$ cat config.mk
export PLATFORM = sky130hd
export DESIGN_NAME = flash_ready_poller
export DESIGN_NICKNAME = d
export VERILOG_FILES = /design/src/rtl/flash_poll_pkg.sv /design/src/rtl/poll_delay_cnt.sv /design/src/rtl/poll_iter_cnt.sv /design/src/rtl/poll_match.sv /design/src/rtl/flash_ready_poller.sv
export SDC_FILE = /design/constraint.sdc
export NUM_CORES = 1
export LEC_CHECK = 0
export ABC_AREA = 1
export BUFFER_PORTS_ARGS = -buffer_cell sky130_fd_sc_hd__buf_4
export CORE_ASPECT_RATIO = 0.6
export CORE_MARGIN = 8
export CORE_UTILIZATION = 52
export DETAILED_ROUTE_END_ITERATION = 10
export PLACE_DENSITY = 0.77
export SLEW_MARGIN = 15
export SYNTH_ARGS = -nofsm -noshare
export SYNTH_HDL_FRONTEND = slang
export SYNTH_SLANG_ARGS = --single-unit
$ cat constraint.sdc
create_clock -name clk -period 1.7 [get_ports clk]
set_input_delay 0.255 -clock clk [delete_from_list [all_inputs] [get_ports clk]]
set_output_delay 0.255 -clock clk [all_outputs]
set_load 0.01 [all_outputs]
$ cat src/rtl/flash_poll_pkg.sv
package flash_poll_pkg;

    typedef enum logic [1:0] {
        ST_IDLE = 2'd0,
        ST_WAIT = 2'd1,
        ST_READ = 2'd2
    } poll_state_e;

    typedef enum logic {
        PM_TOGGLE = 1'b0,
        PM_DATA   = 1'b1
    } poll_mode_e;

    localparam int TOGGLE_BIT = 6;
    localparam int DATA_BIT   = 7;

endpackage

$ cat src/rtl/poll_delay_cnt.sv
module poll_delay_cnt #(
    parameter int DW = 24
) (
    input  logic          clk,
    input  logic          rst_n,
    input  logic          load,
    input  logic [DW-1:0] load_val,
    input  logic          tick,
    output logic          last
);
    logic [DW-1:0] cnt_d, cnt_q;

    always_comb begin
        cnt_d = cnt_q;
        if (load)
            cnt_d = load_val;
        else if (tick && cnt_q != '0)
            cnt_d = cnt_q - 1'b1;
    end

    always_ff @(posedge clk or negedge rst_n) begin
        if (!rst_n) cnt_q <= '0;
        else        cnt_q <= cnt_d;
    end

    assign last = (cnt_q <= DW'(1));

    // the count only falls while the wait is running.
    a_r9_cnt_down: assert property (@(posedge clk) disable iff (!rst_n)
        (!load && tick && cnt_q != '0) |=> cnt_q == $past(cnt_q) - 1'b1);
endmodule

$ cat src/rtl/poll_iter_cnt.sv
module poll_iter_cnt #(
    parameter int unsigned MAX_ITER  = 32'h0FFF_FFFF,
    parameter int unsigned SLOW_ITER = 32'h0010_0000,
    localparam int IW = $clog2(MAX_ITER + 1)
) (
    input  logic          clk,
    input  logic          rst_n,
    input  logic          clr,
    input  logic          inc,
    output logic          at_cap,
    output logic          over_slow
);
    logic [IW-1:0] cnt_d, cnt_q;

    always_comb begin
        cnt_d = cnt_q;
        if (clr)      cnt_d = '0;
        else if (inc) cnt_d = cnt_q + 1'b1;
    end

    always_ff @(posedge clk or negedge rst_n) begin
        if (!rst_n) cnt_q <= '0;
        else        cnt_q <= cnt_d;
    end

    // These flags describe the read that is being counted now (count + 1).
    assign at_cap    = (32'(cnt_q) >= MAX_ITER - 1);
    assign over_slow = (32'(cnt_q) >= SLOW_ITER);

    // the count never passes the cap.
    a_r6_cnt_bound: assert property (@(posedge clk) disable iff (!rst_n)
        32'(cnt_q) <= MAX_ITER);
endmodule

$ cat src/rtl/poll_match.sv
module poll_match
    import flash_poll_pkg::*;
(
    input  poll_mode_e  mode,
    input  logic [7:0]  rd_byte,
    input  logic        ref_tog,
    input  logic        exp_msb,
    output logic        hit
);
    always_comb begin
        if (mode == PM_TOGGLE) hit = (rd_byte[TOGGLE_BIT] == ref_tog);
        else                   hit = (rd_byte[DATA_BIT]   == exp_msb);
    end
endmodule

$ cat src/rtl/flash_ready_poller.sv
module flash_ready_poller
    import flash_poll_pkg::*;
#(
    parameter int AW = 24,
    parameter int DW = 24,
    parameter int unsigned MAX_ITER  = 32'h0FFF_FFFF,
    parameter int unsigned SLOW_ITER = 32'h0010_0000
) (
    input  logic          clk,
    input  logic          rst_n,
    input  logic          start,
    input  logic          mode_data,
    input  logic [7:0]    expect_byte,
    input  logic [AW-1:0] addr_in,
    input  logic [DW-1:0] wait_cycles,
    output logic          rd_req,
    output logic [AW-1:0] rd_addr,
    input  logic          rd_valid,
    input  logic [7:0]    rd_data,
    output logic          busy,
    output logic          done,
    output logic          timeout,
    output logic          slow_warn
);
    typedef struct packed {
        poll_state_e   state;
        poll_mode_e    mode;
        logic [AW-1:0] addr;
        logic [DW-1:0] wait_len;
        logic          exp_msb;
        logic          ref_tog;
        logic          first;
        logic          done;
        logic          tout;
        logic          warn;
    } ctl_t;

    ctl_t ctl_d, ctl_q;
    logic dly_load, dly_last, it_clr, it_inc, it_cap, it_slow, hit, go_next;
    logic [DW-1:0] dly_val;

    poll_delay_cnt #(.DW(DW)) u_delay (
        .clk(clk), .rst_n(rst_n), .load(dly_load), .load_val(dly_val),
        .tick(ctl_q.state == ST_WAIT), .last(dly_last));

    poll_iter_cnt #(.MAX_ITER(MAX_ITER), .SLOW_ITER(SLOW_ITER)) u_iter (
        .clk(clk), .rst_n(rst_n), .clr(it_clr), .inc(it_inc),
        .at_cap(it_cap), .over_slow(it_slow));

    poll_match u_match (
        .mode(ctl_q.mode), .rd_byte(rd_data), .ref_tog(ctl_q.ref_tog),
        .exp_msb(ctl_q.exp_msb), .hit(hit));

    always_comb begin
        ctl_d      = ctl_q;
        ctl_d.done = 1'b0;
        ctl_d.tout = 1'b0;
        ctl_d.warn = 1'b0;
        dly_load   = 1'b0;
        dly_val    = ctl_q.wait_len;
        it_clr     = 1'b0;
        it_inc     = 1'b0;
        go_next    = 1'b0;
        unique case (ctl_q.state)
            ST_IDLE: if (start) begin
                ctl_d.addr     = addr_in;
                ctl_d.mode     = poll_mode_e'(mode_data);
                ctl_d.exp_msb  = expect_byte[DATA_BIT];
                ctl_d.wait_len = wait_cycles;
                ctl_d.first    = !mode_data;
                it_clr         = 1'b1;
                if (!mode_data || wait_cycles == '0) begin
                    ctl_d.state = ST_READ;
                end else begin
                    ctl_d.state = ST_WAIT;
                    dly_load    = 1'b1;
                    dly_val     = wait_cycles;
                end
            end
            ST_WAIT: if (dly_last) ctl_d.state = ST_READ;
            ST_READ: if (rd_valid) begin
                ctl_d.ref_tog = rd_data[TOGGLE_BIT];
                ctl_d.first   = 1'b0;
                if (ctl_q.first) begin
                    go_next = 1'b1;
                end else begin
                    it_inc = 1'b1;
                    if (hit) begin
                        ctl_d.done  = 1'b1;
                        ctl_d.warn  = it_slow;
                        ctl_d.state = ST_IDLE;
                    end else if (it_cap) begin
                        ctl_d.tout  = 1'b1;
                        ctl_d.state = ST_IDLE;
                    end else begin
                        go_next = 1'b1;
                    end
                end
                if (go_next) begin
                    if (ctl_q.wait_len == '0) begin
                        ctl_d.state = ST_READ;
                    end else begin
                        ctl_d.state = ST_WAIT;
                        dly_load    = 1'b1;
                    end
                end
            end
            default: ctl_d.state = ST_IDLE;
        endcase
    end

    always_ff @(posedge clk or negedge rst_n) begin
        if (!rst_n) begin
            ctl_q       <= '0;
            ctl_q.state <= ST_IDLE;
        end else begin
            ctl_q <= ctl_d;
        end
    end

    assign rd_req    = (ctl_q.state == ST_READ);
    assign rd_addr   = ctl_q.addr;
    assign busy      = (ctl_q.state != ST_IDLE);
    assign done      = ctl_q.done;
    assign timeout   = ctl_q.tout;
    assign slow_warn = ctl_q.warn;

    a_r4_done_after_read: assert property (@(posedge clk) disable iff (!rst_n)
        done |-> $past(rd_req && rd_valid));
    a_r6_tout_after_read: assert property (@(posedge clk) disable iff (!rst_n)
        timeout |-> $past(rd_req && rd_valid));
    a_r4_single_pulse: assert property (@(posedge clk) disable iff (!rst_n)
        (done || timeout) |=> !(done || timeout));
    a_r6_exclusive: assert property (@(posedge clk) disable iff (!rst_n)
        $onehot0({done, timeout}));
    a_r7_warn_with_done: assert property (@(posedge clk) disable iff (!rst_n)
        slow_warn |-> done);
    a_r5_addr_stable: assert property (@(posedge clk) disable iff (!rst_n)
        (busy && $past(busy)) |-> $stable(rd_addr));
    a_r8_start_only_idle: assert property (@(posedge clk) disable iff (!rst_n)
        $rose(busy) |-> $past(start));
    a_r10_req_hold: assert property (@(posedge clk) disable iff (!rst_n)
        (rd_req && !rd_valid) |=> rd_req);
    a_r1_no_req_idle: assert property (@(posedge clk) disable iff (!rst_n)
        !busy |-> !rd_req);
endmodule

==> flow_summary.json, run 1 <==
{
  "status": "finished, violations left",
  "violations": "negative setup slack",
  "syn-num-nets": 941,
  "placed_cell_area_um2": 8055,
  "setup_slack_ns": -0.2226,
  "r2r_start": "ctl_q[55]$_DFFE_PN0P_",
  "rows": 31,
  "areaGrowthSynthToFinish_pct": 43.34,
  "hpwlAfterDp_um": 14370,
  "swShare_pct": 43.46,
  "fin_crit_ns": 1.923,
  "avgSynthCellArea_um2": 7.402,
  "ir_worst_vdd_mv": 0.7807,
  "comb_power_share_pct": 53.6,
  "synth_edf_count": 0,
  "grt_use_total_pct": 25.65,
  "ys_seq_area_share_pct": 42.50,
  "grt_overflow": 0,
  "fin_util_pct": 76.26,
  "critPathLaunch": "ctl_q[55]$_DFFE_PN0P_",
  "io_pins": 98,
  "portBuffers": 84,
  "finalSetupViolations": 43,
  "routedWlPerCell_um": 17.80,
  "worstSetupEndpointType": "flop",
  "internal-power_w": 0.007724,
  "required_ns": 1.95,
  "rsz0062_at_grt": "yes",
  "seq_power_share_pct": 30.4,
  "ant_nets": 0,
  "critPathSlowestCell": "dfrtp_2",
  "finalWeightedCongestion": 0.9794,
  "cts_made_buffers": 9,
  "clock.fmax_ghz": 0.5201,
  "cp_cell_sequence": "nor2_4, nand2_2, inv_4, nand2_1, inv_2, nand2_8, buf_4, o21ai_0, nand2_1, nand2_1, nand2_1",
  "clkTransAtPathRegs_ns": 0.08,
  "async_reset_ff_share_pct": 100.0,
  "pwr-share-clk_pct": 16.0,
  "crit_type": "flop to flop",
  "hold_ws_ns": 0.06718,
  "grt_pass1_vias": 6511,
  "cap_viol_max_count": 0,
  "grt_max_degree": 51,
  "drt_iter0_drc": 768,
  "root_buffer": "clkbuf_16",
  "clock_latency_ns": 0.37,
  "fin_tns_setup_ns": -5.401,
  "preCtsSetupSlack_ns": -0.3217,
  "grt_pass1_wl_um": 33210,
  "rr_worst_depth": 11,
  "highest_layer": "met4",
  "route.met2.wl_um": 9633,
  "crit_end": "u_delay.cnt_q[6]$_DFFE_PN0P_",
  "fin_worst_skew_ns": 0.01319,
  "crit_path_start_kind": "flop",
  "wl_met1_um": 9472,
  "max_stage_delay_ns": 0.47,
  "rrSetupSlack_ns": -0.22,
  "drv_slew": 0,
  "antenna_found_initial": 0,
  "tightest_slew_ns": 0.5902,
  "crit_buf_inv": 3,
  "vias_per_cell": 5.559,
  "cts.sinks": 109,
  "synth_cell_types": 47,
  "final_cell_mix": "nand2_1, buf_4, dfrtp_1, nor2_1, inv_1",
  "hold_class": "input port to flop",
  "crit_cells": 11,
  "finalInstanceArea_um2": 9199,
  "drc": 0,
  "core_um2": 12060,
  "holdPathStages": 3,
  "synth_flop_cell": "dfrtp_1",
  "max_slew_margin_pct": 60.65,
  "drive_gt1_share_pct": 40.26,
  "clk_path_buf_depth": 2,
  "synth_area_um2": 6417,
  "fp.dieArea_um2": 16270,
  "routed-wl-met3_um": 2689,
  "syn_inst": 867,
  "fin_crit_sh_pct": 113.1,
  "die_height_um": 102.1,
  "tritoncts": "yes",
  "vias": 6966,
  "final_common_cell": "nand2_1",
  "power_density_nw_per_um2": 1485,
  "drt_first_pass_iters": 5,
  "synth_seq_cells": 109,
  "power.switching_w": 0.005938,
  "n_antenna_cell": 0,
  "cp_common_cell": "nand2_1",
  "critPathMaxFanout": 10,
  "cp_top_family": "simple AND/OR/NAND/NOR gates",
  "leakagePower_nw": 4.628,
  "r2r-end": "u_delay.cnt_q[6]$_DFFE_PN0P_",
  "h-tree-depth": 3,
  "arrival_ns": 2.17,
  "hold_viol": 0,
  "yosys_warnings": 0,
  "start_util_pct": 53.20,
  "nets": 1157,
  "fp.dieW_um": 159.4,
  "wl_um": 22310
}
[registers in the layout (all words and copies together), names as in the netlist]
signal and count:
ctl_q 30, done 1, rd_addr 24, slow_warn 1, timeout 1, u_delay.cnt_q 24
u_iter.cnt_q 28
[worst min-delay path by stage]
stage                startpoint                      endpoint  slack [ns]
floorplan                 rst_n         ctl_q[10]$_DFFE_PN0P_       -0.04
global placement          rst_n  u_iter.cnt_q[23]$_DFFE_PN0P_        0.20
detailed placement        rst_n             timeout$_DFF_PN0_        0.20
CTS                  addr_in[0]        rd_addr[0]$_DFFE_PN0P_        0.07
global route        addr_in[20]       rd_addr[20]$_DFFE_PN0P_        0.06
finish              addr_in[22]       rd_addr[22]$_DFFE_PN0P_        0.07
[cell type report]
cell class	count	area, µm²
Sequential cell	109	2731
Clock buffer	9	225.2
Multi-Input combinational cell	627	3597
Inverter	85	340.3
Timing Repair Buffer	251	2021
Fill cell	778	2864
Tap cell	165	206.4
Clock inverter	7	77.57
[through the flow]
| step | cells | power (W) |
|---|---|---|
| after floorplan | 867 | 0.007635 |
| after global placement | 1208 | 0.009793 |
| after detailed placement | 1208 | 0.009950 |
| after CTS | 1242 | 0.01278 |
| after global routing | 1253 | 0.01446 |
| final | 1253 | 0.01366 |
[synthesized netlist by cell type (2+ instances only)]
master	number	area [µm²]
buf_1	2	7.510
nand3_2	7	70.07
nand3b_1	2	15.01
o211ai_1	3	22.52
dfrtp_1	109	2728
nor3_2	2	20.02
or2_2	4	25.02
o21ai_1	6	30.03
o22ai_1	11	68.82
nand3_4	2	35.03
nand2_1	261	979.7
buf_4	25	187.7
nand2_2	29	181.4
ha_1	5	62.56
clkbuf_1	13	48.80
nor3_1	13	65.06
nor2_1	100	375.4
o21ai_0	56	280.3
nor3b_1	2	15.01
inv_1	80	300.3
nor4_1	5	31.28
inv_2	2	7.510
o31ai_1	5	37.54
buf_2	6	30.03
nand3_1	28	140.1
a21boi_0	2	15.01
xor2_1	12	105.1
nand4_1	22	137.6
xnor2_1	3	26.28
nor2_2	11	68.82
a21oi_1	17	85.08
nor2_4	7	78.83
[tightest hold or removal path, stage by stage]
cell,delay (ns)
buf_4,0.07
nand2_1,0.04
nand2_1,0.04
[cell families after synthesis]
group	after synthesis	synth area share (%)
AO/OA/AOI/OAI	106	9.183
XOR/XNOR	15	2.047
adder cells (fa/ha/maj)	5	0.9748
buffers and inverters	133	9.788
flip-flops	109	42.50
AND/OR/NAND/NOR	499	35.50
[metal layers]
metal | track usage, % | up-vias
li1 | - | 3183
met2 | 37.22 | 456
met4 | 7.066 | 0
met5 | 0 | -
met1 | 35.87 | 3261
met3 | 8.729 | 66
[repair_timing]
action | 4_1_cts | 5_1_grt
hold endpoints to repair | 20 | 0
pin swaps | 15 | 35
hold buffers | 1 | 0
endpoints found under the setup margin | 40 | 51
gates cloned | 3 | 0
resized for setup | 72 | 106
buffers inserted | 14 | 14
[power groups by stage]
stage	logic, W	registers (W)	clock network, W
finish	0.00732	0.00415	0.00219
floorplan	0.00358	0.00405	0
global placement	0.00575	0.00405	0
CTS	0.00655	0.00406	0.00217
global route	0.00791	0.00424	0.00231
detailed placement	0.00589	0.00406	0
No activity file was read; power rests on OpenSTA's default activity.
==> inputs of run 2 (changes only) <==
--- a/config.mk
+++ b/config.mk
@@ -6,7 +6,7 @@
 export NUM_CORES = 1
 export LEC_CHECK = 0
 export ABC_AREA = 1
-export BUFFER_PORTS_ARGS = -buffer_cell sky130_fd_sc_hd__buf_4
+export BUFFER_PORTS_ARGS = -buffer_cell sky130_fd_sc_hd__buf_2
 export CORE_ASPECT_RATIO = 0.6
 export CORE_MARGIN = 8
 export CORE_UTILIZATION = 52
==> run 2 against run 1 <==
Compared with the run above: the run still ends with negative setup slack left; combinational power grew 15%; cell area grew 3.6%; global-route usage grew 2.0 points; sequential power grew 3%; maximum frequency shrank 11%; setup slack lost 0.23 ns; via count grew 12%; flip-flop and latch count is the same; die area is the same; critical path type unchanged; largest power group unchanged.
==> flow_summary.json, run 2 (synthesis gave the netlist of run 1 again) <==
{
  "wl_um": 27670,
  "portBuffers": 84,
  "io_pins": 98,
  "routed-wl-met3_um": 4422,
  "hold_class": "input port to flop",
  "cts_made_buffers": 9,
  "highest_layer": "met5",
  "final_common_cell": "nand2_1",
  "ant_nets": 0,
  "rrSetupSlack_ns": -0.45,
  "required_ns": 1.99,
  "swShare_pct": 46.32,
  "rows": 31,
  "rsz0062_at_grt": "yes",
  "preCtsSetupSlack_ns": -0.3027,
  "grt_max_degree": 110,
  "holdPathStages": 3,
  "leakagePower_nw": 4.834,
  "core_um2": 12060,
  "finalSetupViolations": 47,
  "start_util_pct": 53.20,
  "ir_worst_vdd_mv": 0.9243,
  "hold_path.startpoint": "addr_in[12]",
  "root_buffer": "clkbuf_16",
  "cap_viol_max_count": 0,
  "power_density_nw_per_um2": 1564,
  "drive_gt1_share_pct": 45.84,
  "final_cell_mix": "nand2_1, buf_4, dfrtp_1, buf_2",
  "clkTransAtPathRegs_ns": 0.09,
  "cp_cell_sequence": "nor4_1, nand4_1, buf_4, nand3_4, buf_4, nand2_4, nand2_1, nand2_1, nor2_1",
  "grt_pass1_wl_um": 35980,
  "pwr-share-clk_pct": 15.0,
  "wl_met1_um": 9963,
  "route.met2.wl_um": 11450,
  "grt_overflow": 0,
  "largest_register": "ctl_q",
  "power.switching_w": 0.006901,
  "antenna_found_initial": 1,
  "fin_crit_ns": 2.151,
  "max_slew_margin_pct": 58.22,
  "status": "finished, violations left",
  "vias_per_cell": 6.079,
  "holdPathEnd": "rd_addr[12]$_DFFE_PN0P_",
  "drt_iter0_drc": 1367,
  "hpwlAfterDp_um": 14170,
  "tritoncts": "yes",
  "crit_path_start_kind": "flop",
  "finalWeightedCongestion": 0.9446,
  "critPathSlowestCell": "nor4_1",
  "arrival_ns": 2.45,
  "hold_viol": 0,
  "cts.sinks": 109,
  "rr_worst_depth": 9,
  "grt_pass1_vias": 7125,
  "seq_power_share_pct": 28.7,
  "clk_path_buf_depth": 2,
  "comb_power_share_pct": 56.3,
  "areaGrowthSynthToFinish_pct": 48.43,
  "internal-power_w": 0.007997,
  "fp.dieArea_um2": 16270,
  "r2r-end": "u_delay.cnt_q[11]$_DFFE_PN0P_",
  "clock_latency_ns": 0.39,
  "max_stage_delay_ns": 0.52,
  "grt_use_total_pct": 27.70,
  "critPathMaxFanout": 7,
  "largest_registers": "ctl_q: 30 flops, u_iter.cnt_q: 28 flops",
  "tightest_slew_ns": 0.6267,
  "worstSetupEndpointType": "flop",
  "clock.fmax_ghz": 0.4648,
  "largest_reg_flops": 30,
  "setup_slack_ns": -0.4514,
  "fin_worst_skew_ns": 0.01645,
  "n_antenna_cell": 0,
  "routedWlPerCell_um": 21.55,
  "violations": "negative setup slack",
  "crit_type": "flop to flop",
  "vias": 7805,
  "nets": 1188,
  "drv_slew": 0,
  "h-tree-depth": 3,
  "drt_first_pass_iters": 8,
  "drc": 0,
  "fp.dieW_um": 159.4,
  "r2r_start": "ctl_q[12]$_DFFE_PN0P_",
  "die_height_um": 102.1,
  "fin_crit_sh_pct": 126.6,
  "fin_tns_setup_ns": -10.31
}
==> run 2: final cells by class <==
type | count | area [µm²]
clock inverters | 7 | 88.84
well taps | 165 | 206.4
repair inverters | 1 | 7.507
fillers | 673 | 2537
multi-input cells | 627 | 3827
repair buffers | 281 | 2085
inverters | 85 | 351.6
flip-flops and latches | 109 | 2734
clock buffers | 9 | 225.2
==> run 2: layer usage <==
metal | global-route usage [%] | vias to the layer above
li1 | - | 3242
met1 | 36.98 | 3548
met2 | 41.41 | 771
met3 | 9.533 | 242
met4 | 9.733 | 2
met5 | 0 | -
==> run 2: worst max path at each step <==
stage,from,end,slack (ns)
CTS,u_delay.cnt_q[1]$_DFFE_PN0P_,u_delay.cnt_q[17]$_DFFE_PN0P_,-0.10
detailed placement,ctl_q[15]$_DFFE_PN0P_,u_delay.cnt_q[23]$_DFFE_PN0P_,-0.30
global route,ctl_q[12]$_DFFE_PN0P_,u_delay.cnt_q[11]$_DFFE_PN0P_,-0.47
floorplan,u_delay.cnt_q[0]$_DFFE_PN0P_,u_delay.cnt_q[20]$_DFFE_PN0P_,0.008
finish,ctl_q[12]$_DFFE_PN0P_,u_delay.cnt_q[11]$_DFFE_PN0P_,-0.45
global placement,ctl_q[25]$_DFFE_PN0P_,u_delay.cnt_q[23]$_DFFE_PN0P_,-0.31
==> run 2: timing repair <==
| action | CTS | global route |
|---|---|---|
| hold buffers | 1 | 0 |
| pin swaps | 48 | 52 |
| gates cloned | 4 | 0 |
| setup endpoints to repair | 69 | 73 |
| endpoints found under the hold margin | 26 | 0 |
| gates resized for setup | 106 | 154 |
| buffers inserted | 41 | 14 |
==> run 2: critical path, delay by kind of cell (launching register included) <==
kind | cells | cell delay (ns)
buffers and inverters | 2 | 0.33
DFF | 1 | 0.45
and+or+nand+nor | 7 | 1.29
==> run 2: power by group through the flow <==
| stage | logic [W] | registers, W | clock network, W |
|---|---|---|---|
| final | 0.00839 | 0.00428 | 0.00223 |
| after global placement | 0.00559 | 0.00406 | 0 |
| after CTS | 0.00665 | 0.00409 | 0.00221 |
| after detailed placement | 0.00578 | 0.00407 | 0 |
| after global routing | 0.00893 | 0.00433 | 0.00234 |
| after floorplan | 0.00358 | 0.00405 | 0 |
==> run 2: stage by stage <==
stage	instance area, µm²	util [%]	power (W)	cells	hold slack (ns)
finish	9525	78.96	0.01490	1284	0.06317
global route	9525	78.96	0.01559	1284	0.06229
CTS	8855	73.41	0.01294	1272	0.07064
detailed placement	7865	65.20	0.009858	1212	0.3795
global placement	7865	65.20	0.009654	1212	0.3761
floorplan	6422	-	0.007635	867	-0.04059
